==> src/rtl/gpio_pkg.sv <==
package gpio_pkg;

  typedef enum logic [1:0] {
    REG_DATA = 2'd0,
    REG_SET  = 2'd1,
    REG_CLR  = 2'd2,
    REG_DIR  = 2'd3
  } reg_sel_e;

  typedef enum int {
    OUT_PLAIN    = 0,
    OUT_SET_CLR  = 1,
    OUT_SET_ONLY = 2
  } out_style_e;

endpackage

==> src/rtl/gpio_view.sv <==
// Maps between pin-indexed words and bus-visible words.
// Bit reversal and byte swap are involutions that commute, so one
// instance serves either direction.
module gpio_view #(
  parameter int W    = 32,
  parameter bit SWAP = 1'b0,
  parameter bit REV  = 1'b0
) (
  input  logic [W-1:0] din,
  output logic [W-1:0] dout
);
  localparam int NB = W / 8;

  logic [W-1:0] rev_w;

  generate
    if (REV) begin : g_rev
      for (genvar i = 0; i < W; i++) begin : g_bit
        assign rev_w[i] = din[W-1-i];
      end
    end else begin : g_norev
      assign rev_w = din;
    end

    if (SWAP) begin : g_swap
      for (genvar b = 0; b < NB; b++) begin : g_byte
        assign dout[b*8 +: 8] = rev_w[(NB-1-b)*8 +: 8];
      end
    end else begin : g_noswap
      assign dout = rev_w;
    end
  endgenerate
endmodule

==> src/rtl/gpio_sync.sv <==
module gpio_sync #(
  parameter int W = 32
) (
  input  logic         clk,
  input  logic         rst,
  input  logic [W-1:0] d,
  output logic [W-1:0] q
);
  logic [W-1:0] stage1;

  always_ff @(posedge clk) begin
    if (rst) begin
      stage1 <= '0;
      q      <= '0;
    end else begin
      stage1 <= d;
      q      <= stage1;
    end
  end
endmodule

==> src/rtl/gpio_outlatch.sv <==
module gpio_outlatch #(
  parameter int                  W     = 32,
  parameter gpio_pkg::out_style_e STYLE = gpio_pkg::OUT_SET_CLR
) (
  input  logic         clk,
  input  logic         rst,
  input  logic         we_data,
  input  logic         we_set,
  input  logic         we_clr,
  input  logic [W-1:0] wval,
  output logic [W-1:0] q
);
  generate
    if (STYLE == gpio_pkg::OUT_PLAIN) begin : g_plain
      always_ff @(posedge clk) begin
        if (rst)          q <= '0;
        else if (we_data) q <= wval;
      end
    end else if (STYLE == gpio_pkg::OUT_SET_CLR) begin : g_setclr
      always_ff @(posedge clk) begin
        if (rst)         q <= '0;
        else if (we_set) q <= q | wval;
        else if (we_clr) q <= q & ~wval;
      end
    end else begin : g_setonly
      always_ff @(posedge clk) begin
        if (rst)         q <= '0;
        else if (we_set) q <= wval;
      end
    end
  endgenerate
endmodule

==> src/rtl/gpio_dirreg.sv <==
// Holds the output enables. The register-level view is inverted
// for input-high polarity.
module gpio_dirreg #(
  parameter int W       = 32,
  parameter bit OUT_REG = 1'b1,
  parameter bit IN_REG  = 1'b0
) (
  input  logic         clk,
  input  logic         rst,
  input  logic         we,
  input  logic [W-1:0] wval,
  output logic [W-1:0] oe,
  output logic [W-1:0] view
);
  generate
    if (OUT_REG) begin : g_outhigh
      always_ff @(posedge clk) begin
        if (rst)     oe <= '0;
        else if (we) oe <= wval;
      end
      assign view = oe;
    end else if (IN_REG) begin : g_inhigh
      always_ff @(posedge clk) begin
        if (rst)     oe <= '0;
        else if (we) oe <= ~wval;
      end
      assign view = ~oe;
    end else begin : g_none
      assign oe   = '1;
      assign view = '0;
    end
  endgenerate
endmodule

==> src/rtl/gpio_ctrl.sv <==
module gpio_ctrl #(
  parameter int                  W         = 32,
  parameter gpio_pkg::out_style_e OUT_STYLE = gpio_pkg::OUT_SET_CLR,
  parameter bit                  DIR_OUT   = 1'b1,
  parameter bit                  DIR_IN    = 1'b0,
  parameter bit                  BYTE_SWAP = 1'b0,
  parameter bit                  BIT_REV   = 1'b0
) (
  input  logic         clk,
  input  logic         rst,
  input  logic [1:0]   bus_addr,
  input  logic         bus_wen,
  input  logic         bus_ren,
  input  logic [W-1:0] bus_wdata,
  output logic [W-1:0] bus_rdata,
  input  logic [W-1:0] pin_in,
  output logic [W-1:0] pin_out,
  output logic [W-1:0] pin_oe
);
  import gpio_pkg::*;

  localparam bit HAS_SET = (OUT_STYLE != OUT_PLAIN);

  generate
    if (!(W == 8 || W == 16 || W == 32 || W == 64)) begin : g_bad_width
      $error("gpio_ctrl: width must be 8, 16, 32 or 64");
    end
    if (BYTE_SWAP && W == 64) begin : g_bad_swap
      $error("gpio_ctrl: byte-swapped view not allowed at 64 bits");
    end
    if (DIR_OUT && DIR_IN) begin : g_bad_dir
      $error("gpio_ctrl: only one direction register kind may be chosen");
    end
  endgenerate

  reg_sel_e     sel;
  logic [W-1:0] wr_pin;
  logic [W-1:0] sync_q;
  logic [W-1:0] dir_view;
  logic [W-1:0] rd_pin;
  logic [W-1:0] rd_bus;

  assign sel = reg_sel_e'(bus_addr);

  gpio_view #(.W(W), .SWAP(BYTE_SWAP), .REV(BIT_REV)) u_wview (
    .din (bus_wdata),
    .dout(wr_pin)
  );

  gpio_sync #(.W(W)) u_sync (
    .clk(clk), .rst(rst), .d(pin_in), .q(sync_q)
  );

  gpio_outlatch #(.W(W), .STYLE(OUT_STYLE)) u_latch (
    .clk    (clk),
    .rst    (rst),
    .we_data(bus_wen && sel == REG_DATA),
    .we_set (bus_wen && sel == REG_SET),
    .we_clr (bus_wen && sel == REG_CLR),
    .wval   (wr_pin),
    .q      (pin_out)
  );

  gpio_dirreg #(.W(W), .OUT_REG(DIR_OUT), .IN_REG(DIR_IN)) u_dir (
    .clk (clk),
    .rst (rst),
    .we  (bus_wen && sel == REG_DIR),
    .wval(wr_pin),
    .oe  (pin_oe),
    .view(dir_view)
  );

  always_comb begin
    unique case (sel)
      REG_DATA: rd_pin = sync_q;
      REG_SET:  rd_pin = HAS_SET ? pin_out : '0;
      REG_CLR:  rd_pin = '0;
      REG_DIR:  rd_pin = dir_view;
      default:  rd_pin = '0;
    endcase
  end

  gpio_view #(.W(W), .SWAP(BYTE_SWAP), .REV(BIT_REV)) u_rview (
    .din (rd_pin),
    .dout(rd_bus)
  );

  always_ff @(posedge clk) begin
    if (rst)          bus_rdata <= '0;
    else if (bus_ren) bus_rdata <= rd_bus;
  end
endmodule

==> config.mk <==
export PLATFORM = sky130hd
export DESIGN_NAME = gpio_ctrl
export DESIGN_NICKNAME = d
export VERILOG_FILES = /design/src/rtl/gpio_pkg.sv /design/src/rtl/gpio_view.sv /design/src/rtl/gpio_sync.sv /design/src/rtl/gpio_outlatch.sv /design/src/rtl/gpio_dirreg.sv /design/src/rtl/gpio_ctrl.sv
export SDC_FILE = /design/constraint.sdc
export NUM_CORES = 1
export LEC_CHECK = 0
export ABC_AREA = 1
export BUFFER_PORTS_ARGS = -buffer_cell sky130_fd_sc_hd__buf_2
export CAP_MARGIN = 20
export CORE_ASPECT_RATIO = 0.7
export CORE_MARGIN = 2
export CORE_UTILIZATION = 43
export DETAILED_ROUTE_END_ITERATION = 10
export PLACE_DENSITY_LB_ADDON = 0.2
export REMOVE_ABC_BUFFERS = 1
export SLEW_MARGIN = 20
export SYNTH_ARGS = -nofsm -noshare
export SYNTH_HDL_FRONTEND = slang
export SYNTH_SLANG_ARGS = --single-unit
==> constraint.sdc <==
create_clock -name clk -period 1.2 [get_ports clk]
set_input_delay 0.12 -clock clk [delete_from_list [all_inputs] [get_ports clk]]
set_output_delay 0.12 -clock clk [all_outputs]
set_load 0.005 [all_outputs]
==> flow_summary.ini <==
[critical_path]
path_class = reg -> out
required_ns = 1.08
critical-path-slowest-cell = dfxtp_1
worstSetupStartpointType = flop
worst-path-buf-inv = 1
path_delay_family = flip-flops
worst_ep_arrival_time_ns = 0.96
ff2ff_setup_slack_ns = 0.37
endpoint_kind = primary output
crit_fanout = 3
max_stage_delay_ns = 0.40
worstPathCellList = buf_2

[clocking]
post_cts_buffers = 0
cts_resized = 0
htreeDepth = 4
root_buffer = clkbuf_16
cts_buffer_depth = 2
cts_buffers = 17
clkLatencyLatePin_ns = 0.41
cts_tree = yes
clock_sinks = 160
cts.clk_slew.worst_paths_ns = 0.06
postCtsHoldBufs = 64

[sta]
fmax_mhz = 927
fin_tns_setup_ns = 0
slew_viol_final = 0
fin_crit_sh_pct = 89.9
finalClockSkew_ns = 0.00993
rsz0062_at_grt = no
hold_violations = 0
tightest_slew_ns = 0.476
relSlewSlack_pct = 68.2
period_minus_slack_ns = 1.08
setup_violations = 0

[yosys]
ys_top_cells_by_area = dfxtp_1 (54%), nand2_1 (8.3%), nor2_1 (6.2%)
synth_area_per_cell_um2 = 7.72
synth_most_common_cell = dfxtp_1
ys_ff_latch = 160
synth_warnings = 0
synth_ff_type = dfxtp_1
synth-async-reset-ratio_pct = 0
ys_types = 23
synth_edf_count = 0
ys_seq_area_share_pct = 53.8
synth_area_um2 = 5950
synth_top_area_cell = dfxtp_1
synthTopCellsByCount = dfxtp_1 (160), nand2_1 (131), nor2_1 (98)
yosysTopAreaCellShare_pct = 53.8
synthCells = 771

[global_routing]
grt_pass1_vias = 5187
grt_pass1_wl_mm = 26.4
grt_overflow_total = 0
grtUsageTotal_pct = 23.2
grt_max_degree = 97
grt_antenna_before_repair = 0

[detailed_routing]
wl_per_cell_um = 14.3
viasPerCell = 4.80
wl_met1_mm = 8.16
wirelength_mm = 17.0
via_count = 5707
final_antenna_net_count = 0
routed.top_layer = met4
wl_met2_mm = 7.46
drc = 0
drt_first_iter_violations = 311
dr.pass1.iters = 5
dr_wl_met3_mm = 1.29

[floorplan]
die_h_um = 102
pin_count = 166
die_x_um = 145
start_util_pct = 44.6
fp.coreArea_um2 = 13400
row_count = 35
design.die.area_um2 = 14800

[finish]
antenna_cells = 0
drive_gt1_share_pct = 23.1
area_growth_pct = 41.3
fin_nets = 1062
final_area_um2 = 8410

[place]
hpwl_mm = 10.9
gp_congestion = 0.758
placed_area_um2 = 7100
portBuffers = 165

[power_and_ir_drop]
ir_worst_vdd_v = 0.000940
power.leakage_nw = 3.86
power_density_nw_per_um2 = 1550

[min_path]
hp-class = in -> reg

[run]
cap_violations = 0

[outcome]
status = complete, no violations
==> metrics by stage <==
stage	hold slack, ns	worst slack, ns	std cells	power, mW	utilization (%)
after floorplan	0.189	-0.0468	715	6.23	-
after global placement	0.323	0.0960	1094	6.92	53.2
after detailed placement	0.325	0.0540	1094	6.93	53.2
after CTS	0.112	0.103	1190	13.1	63.0
after global routing	0.137	0.0647	1190	13.6	63.0
final	0.124	0.122	1190	13.1	63.0
==> logic make-up (layout without fill, tap and decap cells) <==
kind of cell	after synthesis	in the layout	synth area share, %
compound gates	175	175	15.7
buf+inv	155	389	10.8
flops	160	160	53.8
simple gates	281	281	19.7
==> path summary, 6_finish.rpt <==
kind                                   startpoint           end  cells after the start
worst max-delay path                         flop   pin_out[10]                      1
worst min-delay path                          rst  u_dir.oe[23]                      4
worst max register to register        u_sync.q[8]  bus_rdata[8]                      2
worst min register to register  u_sync.stage1[15]  u_sync.q[15]                      2
==> power by group <==
group          internal, mW  switching (mW)  total [mW]
clock network          3.88            2.20        6.08
logic                 0.612           0.685        1.30
registers              5.57           0.122        5.69
==> layout by cell type, fill, tap and decap left out, drive strengths merged <==
master       instances
bufinv               5
nand4               32
o21ai               81
and3                 1
a31oi               15
dfxtp              160
a21oi               64
clkinv               4
nand2              132
nor2               100
dlygate4sd3         64
buf                194
clkbuf              20
a21boi              15
nand3               16
inv                101
clkinvlp             1
==> routing by layer <==
layer / vias up / GRT usage (%)
met5: - / 0
met4: 0 / 5.45
met3: 10 / 6.33
met2: 219 / 35.8
met1: 2572 / 32.6
li1: 2906 / -
==> final cells by class <==
cell class	instances	area [um2]
Clock inverter	12	203
Inverter	99	372
Sequential cell	160	3200
Clock buffer	20	467
Fill cell	1130	4940
Timing Repair Buffer	258	1820
Multi-Input combinational cell	456	2110
Tap cell	185	231
No activity file was read; power rests on OpenSTA's default activity.
